<file path="src/rtl/rle_pkg.sv">
// Shared definitions for the escape-byte run-length expander.
// Assumes a single clock domain; the state encoding is not visible outside the block.
package rle_pkg;
    typedef enum logic [1:0] {
        ST_IDLE     = 2'd0,  // literal pass-through, waiting for any byte
        ST_WAIT_CNT = 2'd1,  // escape seen, count byte outstanding
        ST_EMIT     = 2'd2   // run down-counter active
    } dec_state_t;
endpackage

</file>
<file path="src/rtl/rle_ctrl.sv">
// Decoder control: classifies input bytes, holds the escape value and the
// remaining run length, and pushes one byte per cycle into the output stage.
// Assumes slot_free is 1 whenever the output stage can take a byte this cycle.
module rle_ctrl
    import rle_pkg::*;
#(
    parameter int DATA_W = 8
) (
    input  logic              clk,
    input  logic              rst_n,
    input  logic              clr,
    input  logic              eoi,
    input  logic              in_valid,
    input  logic [DATA_W-1:0] in_data,
    output logic              in_ready,
    input  logic              slot_free,
    output logic              load,
    output logic [DATA_W-1:0] load_data,
    output logic              run_active,
    output logic              wait_cnt,
    output logic              zero_pulse,
    output logic              trunc_pulse
);
    localparam logic [DATA_W-1:0] ALL_ZERO = '0;
    localparam logic [DATA_W-1:0] ALL_ONE  = '1;
    localparam logic [DATA_W-1:0] LAST_ONE = DATA_W'(1);

    dec_state_t        st_q, st_d;
    logic [DATA_W-1:0] esc_q;
    logic [DATA_W-1:0] left_q;
    logic              is_esc;
    logic              acc;

    // Detect the two escape values on the incoming byte.
    always_comb is_esc = (in_data == ALL_ZERO) || (in_data == ALL_ONE);

    // Input readiness depends on the state and on a free output slot.
    always_comb begin
        case (st_q)
            ST_IDLE:     in_ready = slot_free;
            ST_WAIT_CNT: in_ready = !eoi;
            default:     in_ready = 1'b0;
        endcase
        if (clr) in_ready = 1'b0;
    end

    always_comb acc = in_valid && in_ready;

    // Next-state and output-load decisions.
    always_comb begin
        st_d        = st_q;
        load        = 1'b0;
        load_data   = in_data;
        zero_pulse  = 1'b0;
        trunc_pulse = 1'b0;
        case (st_q)
            ST_IDLE: begin
                if (acc) begin
                    if (is_esc) st_d = ST_WAIT_CNT;
                    else        load = 1'b1;
                end
            end
            ST_WAIT_CNT: begin
                if (eoi) begin
                    trunc_pulse = 1'b1;
                    st_d        = ST_IDLE;
                end else if (acc) begin
                    if (in_data == ALL_ZERO) begin
                        zero_pulse = 1'b1;
                        st_d       = ST_IDLE;
                    end else begin
                        st_d = ST_EMIT;
                    end
                end
            end
            ST_EMIT: begin
                if (slot_free) begin
                    load      = 1'b1;
                    load_data = esc_q;
                    if (left_q == LAST_ONE) st_d = ST_IDLE;
                end
            end
            default: st_d = ST_IDLE;
        endcase
        if (clr) begin
            st_d        = ST_IDLE;
            load        = 1'b0;
            zero_pulse  = 1'b0;
            trunc_pulse = 1'b0;
        end
    end

    // State, escape value and remaining run length registers.
    always_ff @(posedge clk) begin
        if (!rst_n) begin
            st_q   <= ST_IDLE;
            esc_q  <= '0;
            left_q <= '0;
        end else begin
            st_q <= st_d;
            if (st_q == ST_IDLE && acc && is_esc)
                esc_q <= in_data;
            if (st_q == ST_WAIT_CNT && acc && in_data != ALL_ZERO)
                left_q <= in_data;
            else if (st_q == ST_EMIT && slot_free)
                left_q <= left_q - LAST_ONE;
        end
    end

    always_comb run_active = (st_q == ST_EMIT);
    always_comb wait_cnt   = (st_q == ST_WAIT_CNT);
endmodule

</file>
<file path="src/rtl/rle_out_stage.sv">
// Single-entry output register with valid/ready handshake.
// Assumes load is raised only when slot_free is 1.
module rle_out_stage #(
    parameter int DATA_W = 8
) (
    input  logic              clk,
    input  logic              rst_n,
    input  logic              clr,
    input  logic              load,
    input  logic [DATA_W-1:0] load_data,
    input  logic              out_ready,
    output logic              out_valid,
    output logic [DATA_W-1:0] out_data,
    output logic              slot_free
);
    // The slot is free when empty or when its byte leaves this cycle.
    always_comb slot_free = !out_valid || out_ready;

    // Hold or replace the output byte.
    always_ff @(posedge clk) begin
        if (!rst_n || clr) begin
            out_valid <= 1'b0;
            out_data  <= '0;
        end else if (load) begin
            out_valid <= 1'b1;
            out_data  <= load_data;
        end else if (out_ready) begin
            out_valid <= 1'b0;
        end
    end
endmodule

</file>
<file path="src/rtl/rle_err_flags.sv">
// Sticky error flags, cleared only by reset or the start pulse.
module rle_err_flags (
    input  logic clk,
    input  logic rst_n,
    input  logic clr,
    input  logic zero_pulse,
    input  logic trunc_pulse,
    output logic err_zero,
    output logic err_trunc
);
    // Set on a pulse, hold until cleared.
    always_ff @(posedge clk) begin
        if (!rst_n || clr) begin
            err_zero  <= 1'b0;
            err_trunc <= 1'b0;
        end else begin
            if (zero_pulse)  err_zero  <= 1'b1;
            if (trunc_pulse) err_trunc <= 1'b1;
        end
    end
endmodule

</file>
<file path="src/rtl/rle_xfer_counter.sv">
// Counts completed output handshakes; wraps at its width.
module rle_xfer_counter #(
    parameter int CNT_W = 32
) (
    input  logic             clk,
    input  logic             rst_n,
    input  logic             clr,
    input  logic             xfer,
    output logic [CNT_W-1:0] count
);
    // Increment once per delivered byte.
    always_ff @(posedge clk) begin
        if (!rst_n || clr) count <= '0;
        else if (xfer)     count <= count + CNT_W'(1);
    end
endmodule

</file>
<file path="src/rtl/rle_byte_expander.sv">
// Top level of the escape-byte run-length expander.
// Assumes start_i and eoi_i are single-cycle pulses in the clk domain.
module rle_byte_expander #(
    parameter int DATA_W = 8,
    parameter int CNT_W  = 32
) (
    input  logic              clk,
    input  logic              rst_n,
    input  logic              start_i,
    input  logic              eoi_i,
    input  logic              in_valid_i,
    input  logic [DATA_W-1:0] in_data_i,
    output logic              in_ready_o,
    output logic              out_valid_o,
    output logic [DATA_W-1:0] out_data_o,
    input  logic              out_ready_i,
    output logic [CNT_W-1:0]  out_count_o,
    output logic              err_zero_cnt_o,
    output logic              err_trunc_o
);
    logic              slot_free;
    logic              load;
    logic [DATA_W-1:0] load_data;
    logic              run_active;
    logic              wait_cnt;
    logic              zero_pulse;
    logic              trunc_pulse;
    logic              xfer;

    rle_ctrl #(.DATA_W(DATA_W)) u_ctrl (
        .clk        (clk),
        .rst_n      (rst_n),
        .clr        (start_i),
        .eoi        (eoi_i),
        .in_valid   (in_valid_i),
        .in_data    (in_data_i),
        .in_ready   (in_ready_o),
        .slot_free  (slot_free),
        .load       (load),
        .load_data  (load_data),
        .run_active (run_active),
        .wait_cnt   (wait_cnt),
        .zero_pulse (zero_pulse),
        .trunc_pulse(trunc_pulse)
    );

    rle_out_stage #(.DATA_W(DATA_W)) u_out (
        .clk      (clk),
        .rst_n    (rst_n),
        .clr      (start_i),
        .load     (load),
        .load_data(load_data),
        .out_ready(out_ready_i),
        .out_valid(out_valid_o),
        .out_data (out_data_o),
        .slot_free(slot_free)
    );

    rle_err_flags u_flags (
        .clk        (clk),
        .rst_n      (rst_n),
        .clr        (start_i),
        .zero_pulse (zero_pulse),
        .trunc_pulse(trunc_pulse),
        .err_zero   (err_zero_cnt_o),
        .err_trunc  (err_trunc_o)
    );

    // A byte leaves the block on a completed output handshake.
    always_comb xfer = out_valid_o && out_ready_i;

    rle_xfer_counter #(.CNT_W(CNT_W)) u_cnt (
        .clk  (clk),
        .rst_n(rst_n),
        .clr  (start_i),
        .xfer (xfer),
        .count(out_count_o)
    );
endmodule

</file>
<file path="config.mk">
export PLATFORM = sky130hd
export DESIGN_NAME = rle_byte_expander
export DESIGN_NICKNAME = d
export VERILOG_FILES = /design/src/rtl/rle_pkg.sv /design/src/rtl/rle_ctrl.sv /design/src/rtl/rle_out_stage.sv /design/src/rtl/rle_err_flags.sv /design/src/rtl/rle_xfer_counter.sv /design/src/rtl/rle_byte_expander.sv
export SDC_FILE = /design/constraint.sdc
export NUM_CORES = 1
export LEC_CHECK = 0
export BUFFER_PORTS_ARGS = -buffer_cell sky130_fd_sc_hd__buf_4
export CAP_MARGIN = 20
export CORE_UTILIZATION = 50
export CTS_CLUSTER_SIZE = 40
export DETAILED_ROUTE_END_ITERATION = 12
export HOLD_SLACK_MARGIN = 0.03
export PLACE_DENSITY = 0.83
export SYNTH_ARGS = -nofsm -noshare
export SYNTH_HDL_FRONTEND = slang
export SYNTH_HIERARCHICAL = 1
export SYNTH_SLANG_ARGS = --single-unit
</file>
<file path="constraint.sdc">
create_clock -name clk -period 2.2 [get_ports clk]
set_input_delay 0.66 -clock clk [delete_from_list [all_inputs] [get_ports clk]]
set_output_delay 0.66 -clock clk [all_outputs]
set_load 0.03 [all_outputs]
</file>
==> metrics.md, run 1 <==
| Metric | Value |
|---|---|
| GP Congestion | `0.933` |
| Post-CTS setup buffer count | `0` |
| Setup Total Neg Slack | `0 ns` |
| Register area share after synthesis | `38.8%` |
| Register Area | `1220 um^2` |
| First-pass GRT wire length | `12,600 um` |
| P_sw | `0.526 mW` |
| Area of the mapped netlist | `3150 um^2` |
| Fmax achieved | `0.475 GHz` |
| Maximum VDD drop | `0.403 mV` |
| Synth Register Bits | `61` |
| Flop pwr share | `50.3%` |
| DRT Wirelength | `7790 um` |
| H-tree levels | `3` |
| HP Start | `u_ctrl/esc_q[3]$_SDFFE_PN0P_` |
| Die area | `6620 um^2` |
| Post-Syn Instances | `375` |
| Clock Power Share | `43.7%` |
| Clock Path Buffers | `2` |
| Syn nets | `392` |
| Most used cell, CP | `buf_4` |
| Top-Level Pins | `58` |
| Clk Latency, worst-skew pair | `0.33 ns` |
| Async SR Flop Fraction | `0%` |
| Clock buffer count from CTS | `9` |
| Clk_skew | `0.00746 ns` |
| Max-cap violations | `0` |
| Hold Path Cell Cnt | `2` |
| Final setup viols | `0` |
| CP startpoint | `out_ready_i` |
| CP Launch Type | `input port` |
| CTS clk-pin slew, worst paths | `0.07 ns` |
| Worst slew margin | `66.1%` |
| Largest cells by area after synthesis | `dfxtp_1 39%, nand2_1 7.6%, mux2i_1 5.7%` |
| Antenna violations before repair | `0` |
| Combinational share of power | `5.9%` |
| Syn. warnings | `6` |
| Net Sw Frac | `23.8%` |
| Fin crit period | `2.11 ns` |
| Worst endpoint required time | `1.54 ns` |
| Final cycle utilization of the critical path | `95.7%` |
| Number of flops mapped to enable cells by yosys | `0` |
| Number of global-route vias before repair | `2,819` |
| Crit path capture type | `output port` |
| CTS root buf | `clkbuf_8` |
| Area leader, netlist | `dfxtp_1` |
| Worst path cell trace | `buf_4, nand2b_1, o21ai_0, nor3_2, buf_4` |
| Worst slew pin tran | `0.509 ns` |
| Gr ovfl total | `0` |
| DRT iter0 DRCs | `201` |
| Area Growth Syn to Fin | `25.5%` |
| Static Leak | `1.49 nW` |
| Post-DP HPWL | `5620 um` |
| CP arrival | `1.45 ns` |
| Clock sink count | `61` |
| Yosys cell types | `56` |
| Most common cell in the netlist | `nand2_1` |
| P_int | `1.68 mW` |
| Worst-path maximum fanout | `4` |
| Drt first pass iters | `4` |
| Reg2reg end | `u_cnt/count[23]$_SDFFE_PP0P_` |
| Vias | `3,069` |
| RSZ-0062 raised after global routing | `false` |
| Share of layout cells above drive strength 1 | `26.4%` |
| Die width | `81.3 um` |
| CP Class | `in -> out` |
| Crit-path max cell delay | `0.22 ns` |
| Reg2reg start | `u_cnt/count[7]$_SDFFE_PP0P_` |
| Outcome | `complete, no violations` |
| Initial Utilization | `52.5%` |
| Top_reg_cell synth | `dfxtp_1` |
| Drt drc | `0` |
| Die height | `81.3 um` |
| Hold Vio Cnt, Final | `0` |
| Antenna Cells | `0` |
| DR vias/cell | `5.79` |
| CTS tree | `built` |
| Largest net degree at the start of global routing | `25` |
| Multi-input gate area | `1790 um^2` |
| Top post-synthesis cells by count | `64 x nand2_1, 61 x dfxtp_1, 30 x nor2_1, 18 x a21oi_1, 18 x mux2i_1` |
| Hold Path Sink | `u_ctrl/esc_q[3]$_SDFFE_PN0P_` |
| # rows | `28` |
| Number of nets in the layout | `467` |
| Filler cells | `496` |
| Hold Slack | `0.467 ns` |
| Gr usage total | `24.5%` |
| Antenna Nets Post-Route | `0` |
| Slew Limit Fails | `0` |
| Routed length per instance | `14.7 um` |
| Syn_area_per_cell | `8.39 um^2` |
| Final Util | `66.0%` |
| Worst path slowest cell | `o21ai_0` |
| Worst R2R Path Depth | `4` |
| Synth top area share | `38.8%` |
| Post_cts resized | `0` |
| Port Buffers | `57` |
| R2R setup slack | `0.18 ns` |
| Core Footprint | `5990 um^2` |
| PwrDens | `559 nW/um^2` |
| Hold Crit Class | `reg -> reg` |
| Post-CTS Hold Buffers | `0` |
[critical path: cells and delay by family]
kind / cells / cell delay (ns)
buffers and inverters: 2 / 0.30
AOI/OAI and AO/OA: 1 / 0.22
and+or+nand+nor: 2 / 0.27
[flip-flops by register name, indices dropped and copies added, names as in the netlist]
signal and flops:
u_cnt/count 32, u_ctrl/esc_q 8, u_flags/err_trunc 1, u_ctrl/left_q 8
u_out/out_data 8, u_flags/err_zero 1, u_ctrl/st_q 2, u_out/out_valid 1
[how the worst max path moves through the flow]
stage                                      to  slack [ns]  cells after the start
2_1_floorplan  u_out/out_data[0]$_SDFFE_PP0P_        0.07                      8
3_3_place_gp   u_out/out_data[1]$_SDFFE_PP0P_       -0.03                      7
3_5_place_dp   u_out/out_data[6]$_SDFFE_PP0P_        -0.1                      7
4_1_cts                            in_ready_o         0.1                      5
5_1_grt          u_cnt/count[30]$_SDFFE_PP0P_        0.05                      6
6_report                           in_ready_o        0.09                      5
[kinds of logic after synthesis]
family	after synthesis	share of synthesized area (%)
adders and majority gates	3	1.19
xor gates and xnor gates	11	3.06
DFF	61	38.8
buffers and inverters	27	4.41
muxes	18	5.72
and+or+nand+nor	188	33.4
AOI/OAI and AO/OA	67	13.4
[cell type report]
cell class / count / area share, %
clock buffers: 9 / 3.13
clock inverters: 7 / 1.68
inverters: 8 / 0.760
multi-input cells: 287 / 45.4
flip-flops and latches: 61 / 30.9
well taps: 75 / 2.37
repair buffers: 83 / 15.8
[placed cells by master, fill, tap and decap left out, types with 5 or more instances in the layout]
master / count
buf_4: 83
nand2_1: 64
dfxtp_1: 61
nor2_1: 30
a21oi_1: 18
mux2i_1: 18
o21ai_0: 17
nand3_1: 13
or4_1: 11
nand2b_1: 11
clkbuf_8: 9
o31ai_1: 8
inv_1: 7
nor4_2: 7
or3_1: 6
nor3_1: 6
xor2_1: 6
nand4_1: 5
xnor2_1: 5
[power by group through the flow]
stage          clock network [mW]  logic (mW)  registers (mW)
2_1_floorplan                   0      0.0618            1.14
3_3_place_gp                    0       0.128            1.14
3_5_place_dp                    0       0.131            1.14
4_1_cts                     0.975       0.131            1.11
5_1_grt                      1.04       0.142            1.11
6_report                    0.965       0.131            1.11
[layer usage]
| layer | GRT usage [%] | vias up | routed length (um) |
|---|---|---|---|
| li1 | - | 1491 | - |
| met2 | 38.8 | 101 | 3670 |
| met4 | 8.75 | 0 | 51 |
| met3 | 5.51 | 7 | 455 |
| met1 | 32.4 | 1470 | 3620 |
| met5 | 0 | - | 0 |
[metrics by stage]
| stage | instance area [um^2] | setup slack (ns) | power (mW) | std cells |
|---|---|---|---|---|
| final | 3950 | 0.0938 | 2.21 | 530 |
| after global routing | 3950 | 0.0477 | 2.29 | 530 |
| after CTS | 3950 | 0.0997 | 2.22 | 530 |
| after detailed placement | 3760 | -0.0970 | 1.27 | 514 |
| after global placement | 3760 | -0.0347 | 1.26 | 514 |
| after floorplan | 3150 | 0.0704 | 1.21 | 375 |
Note: power is estimated with default switching activity, not from simulation.
==> run 2: changes to the inputs <==
--- a/config.mk
+++ b/config.mk
@@ -11,7 +11,7 @@
 export CTS_CLUSTER_SIZE = 40
 export DETAILED_ROUTE_END_ITERATION = 12
 export HOLD_SLACK_MARGIN = 0.03
-export PLACE_DENSITY = 0.83
+export PLACE_DENSITY = 0.76
 export SYNTH_ARGS = -nofsm -noshare
 export SYNTH_HDL_FRONTEND = slang
 export SYNTH_HIERARCHICAL = 1
==> run 2 against run 1 <==
Worst hold slack worse by 0.0053 ns. Non-clock buffer count down 1. Wire length down 3.2%. Critical endpoint unchanged. Global-route usage up 0.053 points. First-iteration DRC count up 15%. Utilization down 0.063 points. Maximum frequency down 0.27%. Clock power down 8.9%. Die area unchanged.
==> metrics.md, run 2 (same netlist as run 1, synthesis figures left out) <==
| Metric | Value |
|---|---|
| Number of nets in the layout | `466 (was 467)` |
| Number of flip-flops in the largest register | `32 (unchanged)` |
| HP Start | `u_ctrl/esc_q[5]$_SDFFE_PN0P_ (was u_ctrl/esc_q[3]$_SDFFE_PN0P_)` |
| Clock Power Share | `41.5% (was 43.7%)` |
| Reg2reg start | `u_cnt/count[7]$_SDFFE_PP0P_ (unchanged)` |
| Setup Total Neg Slack | `0 ns (unchanged)` |
| Fmax achieved | `0.473 GHz (was 0.475 GHz)` |
| Max-cap violations | `0 (unchanged)` |
| Net Sw Frac | `24.6% (was 23.8%)` |
| CTS tree | `built (unchanged)` |
| Crit-path leading delay family | `buffers and inverters (unchanged)` |
| CTS root buf | `clkbuf_8 (unchanged)` |
| Clock buffer count from CTS | `9 (unchanged)` |
| Antenna Nets Post-Route | `0 (unchanged)` |
| Area Growth Syn to Fin | `25.4% (was 25.5%)` |
| Multi-input gate area | `1800 um^2 (was 1790 um^2)` |
| Die area | `6620 um^2 (unchanged)` |
| Final instance area | `3950 um^2 (about the same)` |
| Maximum VDD drop | `0.389 mV (was 0.403 mV)` |
| Worst path cell trace | `buf_4, nand2b_1, o21ai_1, nor3_2, buf_4 (was buf_4, nand2b_1, o21ai_0, nor3_2, buf_4)` |
| P_int | `1.60 mW (was 1.68 mW)` |
| Routed length per instance | `14.3 um (was 14.7 um)` |
| Crit path capture type | `output port (unchanged)` |
| Fin crit period | `2.11 ns (about the same)` |
| Hold Path Cell Cnt | `2 (unchanged)` |
| Initial Utilization | `52.5% (unchanged)` |
| DRT iter0 DRCs | `231 (was 201)` |
| CTS clk-pin slew, worst paths | `0.07 ns (about the same)` |
| Post-DP HPWL | `5420 um (was 5620 um)` |
| Number of global-route vias before repair | `2,658 (was 2,819)` |
| Place WS | `-0.0861 ns (was -0.0970 ns)` |
| Biggest register | `u_cnt/count (unchanged)` |
| Worst path slowest cell | `nand2b_1 (was o21ai_0)` |
| Clk Latency, worst-skew pair | `0.34 ns (was 0.33 ns)` |
| Hold Vio Cnt, Final | `0 (unchanged)` |
| PwrDens | `537 nW/um^2 (was 559 nW/um^2)` |
| Commonest non-fill, non-tap cells in the layout | `81 x buf_4, 64 x nand2_1, 61 x dfxtp_1 (was 83 x buf_4, 64 x nand2_1, 61 x dfxtp_1)` |
| Drt first pass iters | `5 (was 4)` |
| Filler cells | `526 (was 496)` |
| Worst-path maximum fanout | `6 (was 4)` |
| Antenna violations before repair | `0 (unchanged)` |
| Hold Slack | `0.461 ns (was 0.467 ns)` |
| Hold Crit Class | `reg -> reg (unchanged)` |
| Worst R2R Path Depth | `4 (unchanged)` |
| Port Buffers | `57 (unchanged)` |
| Vias | `3,039 (was 3,069)` |
| Largest net degree at the start of global routing | `25 (unchanged)` |
| CP Class | `in -> out (unchanged)` |
| Static Leak | `1.48 nW (was 1.49 nW)` |
| Die height | `81.3 um (unchanged)` |
| Worst endpoint required time | `1.54 ns (about the same)` |
| Outcome | `complete, no violations (unchanged)` |
| Flop pwr share | `52.4% (was 50.3%)` |
| Most common cell after layout, fill and taps aside | `buf_4 (unchanged)` |
| Core Footprint | `5990 um^2 (unchanged)` |
| Most used cell, CP | `buf_4 (unchanged)` |
| Final WS setup | `0.0880 ns (was 0.0938 ns)` |
| Hold Path Sink | `u_ctrl/esc_q[5]$_SDFFE_PN0P_ (was u_ctrl/esc_q[3]$_SDFFE_PN0P_)` |
| Reg2reg end | `u_cnt/count[21]$_SDFFE_PP0P_ (was u_cnt/count[23]$_SDFFE_PP0P_)` |
| Slew Limit Fails | `0 (unchanged)` |
| Gr ovfl total | `0 (unchanged)` |
| # rows | `28 (unchanged)` |
| P_sw | `0.522 mW (was 0.526 mW)` |
| Buffers & Inverters on Critical Path | `2 (unchanged)` |
| First-pass GRT wire length | `12,500 um (was 12,600 um)` |
| R2R setup slack | `0.14 ns (was 0.18 ns)` |
| CP Launch Type | `input port (unchanged)` |
| DRT Wirelength | `7550 um (was 7790 um)` |
| Drt drc | `0 (unchanged)` |
| CP arrival | `1.45 ns (about the same)` |
| RSZ-0062 raised after global routing | `false (unchanged)` |
| Final cycle utilization of the critical path | `96.0% (was 95.7%)` |
| Antenna Cells | `0 (unchanged)` |
| H-tree levels | `3 (unchanged)` |
| Die width | `81.3 um (unchanged)` |
| Share of layout cells above drive strength 1 | `26.4% (about the same)` |
| Gr usage total | `24.5% (about the same)` |
| Top-Level Pins | `58 (unchanged)` |
| Combinational share of power | `6.1% (was 5.9%)` |
| DP Area | `3770 um^2 (was 3760 um^2)` |
| Final setup viols | `0 (unchanged)` |
| DR vias/cell | `5.74 (was 5.79)` |
| Clk_skew | `0.00776 ns (was 0.00746 ns)` |
| Clock Path Buffers | `2 (unchanged)` |
| Crit-path max cell delay | `0.24 ns (was 0.22 ns)` |
| Worst slew margin | `62.7% (was 66.1%)` |
| Clock sink count | `61 (unchanged)` |
| Worst slew pin tran | `0.559 ns (was 0.509 ns)` |
| Register Area | `1220 um^2 (unchanged)` |
| GP Congestion | `0.898 (was 0.933)` |
-- run 2: cell count changes in the layout (fill, tap and decap cells not counted) --
cell	before	now
o21ai_1	0	1
clkinv_2	4	3
clkbuf_8	9	10
o21ai_0	17	16
bufinv_16	1	0
clkinvlp_4	1	2
or3_1	6	5
or3_4	0	1
buf_4	83	81
buf_12	0	1
-- run 2: per-layer routing --
layer	GRT usage, %	part of all wire [%]
met1	33.8	47
met2	37.6	45
met3	6.07	6.2
met4	7.14	1.1
met5	0	0
-- run 2: what timing repair did --
item / 4_1_cts / 5_1_grt
gates resized for setup: 0 / 2
setup buffers: 0 / 0
setup endpoints to repair: 0 / 2
hold buffers: 0 / 0
-- run 2: worst min-delay path, cell delays in order (launching register included) --
cell and delay (ns):
dfxtp_1 0.31, nand2_1 0.05, o21ai_0 0.06
-- run 2: power by group through the flow --
stage / clock (mW) / sequential [mW] / combinational [mW]
after global routing: 0.956 / 1.11 / 0.142
after global placement: 0 / 1.14 / 0.128
after CTS: 0.900 / 1.11 / 0.130
final: 0.879 / 1.11 / 0.130
after floorplan: 0 / 1.14 / 0.0618
after detailed placement: 0 / 1.14 / 0.129
-- run 2: worst max path at each step --
| stage | start | to | slack, ns | cells after the start |
|---|---|---|---|---|
| 2_1_floorplan | in_data_i[4] | u_out/out_data[0]$_SDFFE_PP0P_ | 0.07 | 8 |
| 3_3_place_gp | in_data_i[4] | u_out/out_data[6]$_SDFFE_PP0P_ | -0.04 | 7 |
| 3_5_place_dp | in_data_i[4] | u_ctrl/esc_q[4]$_SDFFE_PN0P_ | -0.09 | 6 |
| 4_1_cts | out_ready_i | in_ready_o | 0.06 | 5 |
| 5_1_grt | out_ready_i | in_ready_o | 0.02 | 5 |
| 6_report | out_ready_i | in_ready_o | 0.09 | 5 |
-- run 2: metrics by stage --
stage / std cells / utilization (%) / total power [mW]
6_report: 529 / 65.9 / 2.12
5_1_grt: 529 / 65.9 / 2.21
4_1_cts: 529 / 65.8 / 2.14
3_5_place_dp: 513 / 62.9 / 1.27
3_3_place_gp: 513 / 62.9 / 1.26
2_1_floorplan: 375 / - / 1.21
-- run 2: area by class of cell --
| class | count | area share (%) |
|---|---|---|
| Multi-Input combinational cell | 287 | 45.5 |
| Sequential cell | 61 | 30.9 |
| Timing Repair Buffer | 82 | 15.9 |
| Clock buffer | 10 | 3.49 |
| Tap cell | 75 | 2.38 |
| Clock inverter | 6 | 0.983 |
| Inverter | 8 | 0.761 |
==> run 3: changes to the inputs <==
--- a/config.mk
+++ b/config.mk
@@ -7,11 +7,13 @@
 export LEC_CHECK = 0
 export BUFFER_PORTS_ARGS = -buffer_cell sky130_fd_sc_hd__buf_4
 export CAP_MARGIN = 20
-export CORE_UTILIZATION = 50
+export CELL_PAD_IN_SITES_DETAIL_PLACEMENT = 0
+export CELL_PAD_IN_SITES_GLOBAL_PLACEMENT = 1
+export CORE_UTILIZATION = 37
 export CTS_CLUSTER_SIZE = 40
 export DETAILED_ROUTE_END_ITERATION = 12
 export HOLD_SLACK_MARGIN = 0.03
-export PLACE_DENSITY = 0.76
+export PLACE_DENSITY_LB_ADDON = 0.1
 export SYNTH_ARGS = -nofsm -noshare
 export SYNTH_HDL_FRONTEND = slang
 export SYNTH_HIERARCHICAL = 1
==> run 3 against run 2 <==
Power rose by 5.6%. Worst hold slack improved by 0.0015 ns. Utilization fell by 17 points. Critical path type unchanged. Via count fell by 4.6%. Flip-flop and latch count did not move. Non-clock buffer count rose by 1. Largest power group unchanged. Clock power rose by 13%.
==> metrics.md, run 3 (same netlist as run 1, synthesis figures left out) <==
| Metric | Value |
|---|---|
| Outcome | `complete, no violations (unchanged)` |
| Largest net degree at the start of global routing | `25 (unchanged)` |
| Maximum VDD drop | `0.309 mV (was 0.389 mV)` |
| Antenna Nets Post-Route | `0 (unchanged)` |
| Routed length per instance | `14.0 um (was 14.3 um)` |
| Register Area | `1220 um^2 (unchanged)` |
| Crit path capture type | `output port (unchanged)` |
| Most common cell after layout, fill and taps aside | `buf_4 (unchanged)` |
| Clock Power Share | `44.5% (was 41.5%)` |
| Gr usage total | `19.1% (was 24.5%)` |
| Fmax achieved | `0.463 GHz (was 0.473 GHz)` |
| P_sw | `0.523 mW (was 0.522 mW)` |
| Multi-input gate area | `1790 um^2 (was 1800 um^2)` |
| Core Footprint | `8220 um^2 (was 5990 um^2)` |
| Antenna violations before repair | `0 (unchanged)` |
| Clock sink count | `61 (unchanged)` |
| Slew Limit Fails | `0 (unchanged)` |
| R2R setup slack | `0.18 ns (was 0.14 ns)` |
| Max-cap violations | `0 (unchanged)` |
| Static Leak | `1.50 nW (was 1.48 nW)` |
| DRT iter0 DRCs | `76 (was 231)` |
| Vias | `2,899 (was 3,039)` |
| Die area | `8880 um^2 (was 6620 um^2)` |
| Final cycle utilization of the critical path | `98.2% (was 96.0%)` |
| Combinational share of power | `5.9% (was 6.1%)` |
| Worst slew pin tran | `0.492 ns (was 0.559 ns)` |
| CTS tree | `built (unchanged)` |
| Worst slew margin | `66.9% (was 62.7%)` |
| Die height | `94.2 um (was 81.3 um)` |
| Top-Level Pins | `58 (unchanged)` |
| DR vias/cell | `5.18 (was 5.74)` |
| DRT Wirelength | `7860 um (was 7550 um)` |
| Hold Vio Cnt, Final | `0 (unchanged)` |
| CTS root buf | `clkbuf_8 (unchanged)` |
| GR peak layer | `met2 (unchanged)` |
| Final setup viols | `0 (unchanged)` |
| GP Congestion | `0.798 (was 0.898)` |
| First-pass GRT wire length | `13,200 um (was 12,500 um)` |
| Final Util | `48.9% (was 65.9%)` |
| CP Launch Type | `input port (unchanged)` |
| Gr ovfl total | `0 (unchanged)` |
| Final WS setup | `0.0393 ns (was 0.0880 ns)` |
| Net Sw Frac | `23.4% (was 24.6%)` |
| Initial Utilization | `38.3% (was 52.5%)` |
| M3 GR Usage | `4.13% (was 6.07%)` |
| Flop pwr share | `49.6% (was 52.4%)` |
| RSZ-0062 raised after global routing | `false (unchanged)` |
| Area Growth Syn to Fin | `27.6% (was 25.4%)` |
| Number of nets in the layout | `467 (was 466)` |
| Worst-path maximum fanout | `6 (unchanged)` |
| Clk Latency, worst-skew pair | `0.33 ns (was 0.34 ns)` |
| Commonest non-fill, non-tap cells in the layout | `81 x buf_4, 64 x nand2_1, 61 x dfxtp_1 (unchanged)` |
| Fin crit period | `2.16 ns (was 2.11 ns)` |
| H-tree levels | `3 (unchanged)` |
| Antenna Cells | `0 (unchanged)` |
| CP Class | `in -> out (unchanged)` |
| Worst endpoint required time | `1.54 ns (about the same)` |
| CTS clk-pin slew, worst paths | `0.06 ns (was 0.07 ns)` |
| P_int | `1.72 mW (was 1.60 mW)` |
| Met2 Use GR | `30.7% (was 37.6%)` |
| Number of global-route vias before repair | `2,685 (was 2,658)` |
| Port Buffers | `57 (unchanged)` |
| Die width | `94.2 um (was 81.3 um)` |
| Clock Path Buffers | `2 (unchanged)` |
| Number of flip-flops in the largest register | `32 (unchanged)` |
| Biggest register | `u_cnt/count (unchanged)` |
| Filler cells | `811 (was 526)` |
| Post-CTS Hold Buffers | `0 (unchanged)` |
| Share of layout cells above drive strength 1 | `25.9% (was 26.4%)` |
| Place WS | `-0.0768 ns (was -0.0861 ns)` |
| Drt first pass iters | `4 (was 5)` |
| Drt drc | `0 (unchanged)` |
| Post-DP HPWL | `5540 um (was 5420 um)` |
| Met1 usage | `25.0% (was 33.8%)` |
| Clk_skew | `0.00998 ns (was 0.00776 ns)` |
| CP arrival | `1.50 ns (was 1.45 ns)` |
| Hold Crit Class | `reg -> reg (unchanged)` |
| # rows | `33 (was 28)` |
| PwrDens | `558 nW/um^2 (was 537 nW/um^2)` |
| Clock buffer count from CTS | `9 (unchanged)` |
run 3: changes by cell type in the layout (fill, tap and decap cells not counted), sizes merged:
cell      before  now
clkinvlp       2    1
bufinv         0    1
clkbuf        10   12
clkinv         5    3
buf           82   83
run 3: final cells by class:
class / instances / area share (%)
flip-flops and latches: 61 / 30.4
clock buffers: 12 / 3.61
clock inverters: 4 / 1.18
repair buffers: 83 / 16.1
multi-input cells: 287 / 44.6
well taps: 105 / 3.27
inverters: 8 / 0.748
run 3: worst paths after layout:
| kind | cells past startpoint | from | endpoint |
|---|---|---|---|
| setup / recovery | 5 | out_ready_i | in_ready_o |
| hold reg to reg | 2 | u_ctrl/esc_q[3]$_SDFFE_PN0P_ | u_ctrl/esc_q[3]$_SDFFE_PN0P_ |
| hold / removal | 2 | u_ctrl/esc_q[3]$_SDFFE_PN0P_ | u_ctrl/esc_q[3]$_SDFFE_PN0P_ |
| setup reg to reg | 4 | u_cnt/count[8]$_SDFFE_PP0P_ | u_cnt/count[23]$_SDFFE_PP0P_ |
run 3: per-layer routing:
metal	routed length, um	part of all wire [%]	up-vias
met5	0	0	-
met1	3790	48	1340
li1	-	-	1500
met3	315	4.0	5
met4	56	0.71	0
met2	3700	47	54
run 3: critical path, cell delays in order:
cell	delay, ns
buf_4	0.11
nand2b_1	0.26
o21ai_1	0.23
nor3_2	0.05
buf_4	0.18
run 3: what timing repair did:
item                                    in CTS  in global routing
endpoints found under the setup margin       1                  0
gates resized for setup                      1                  0
buffers inserted                             0                  0
run 3: power groups by stage:
stage / combinational (mW) / clock [mW] / sequential [mW]
after floorplan: 0.0618 / 0 / 1.14
after global placement: 0.135 / 0 / 1.14
after detailed placement: 0.135 / 0 / 1.14
after CTS: 0.136 / 1.03 / 1.11
after global routing: 0.147 / 1.08 / 1.11
final: 0.133 / 0.996 / 1.11
run 3: per-stage QoR:
step / setup TNS [ns] / std cells / hold WS [ns] / cell area (um^2) / total power [mW]
floorplan: 0 / 375 / 0.436 / 3150 / 1.21
CTS: 0 / 560 / 0.465 / 4020 / 2.28
finish: 0 / 560 / 0.463 / 4020 / 2.24
detailed placement: -0.705 / 544 / 0.453 / 3820 / 1.27
global placement: -0.477 / 544 / 0.446 / 3820 / 1.27
global route: 0 / 560 / 0.486 / 4020 / 2.34
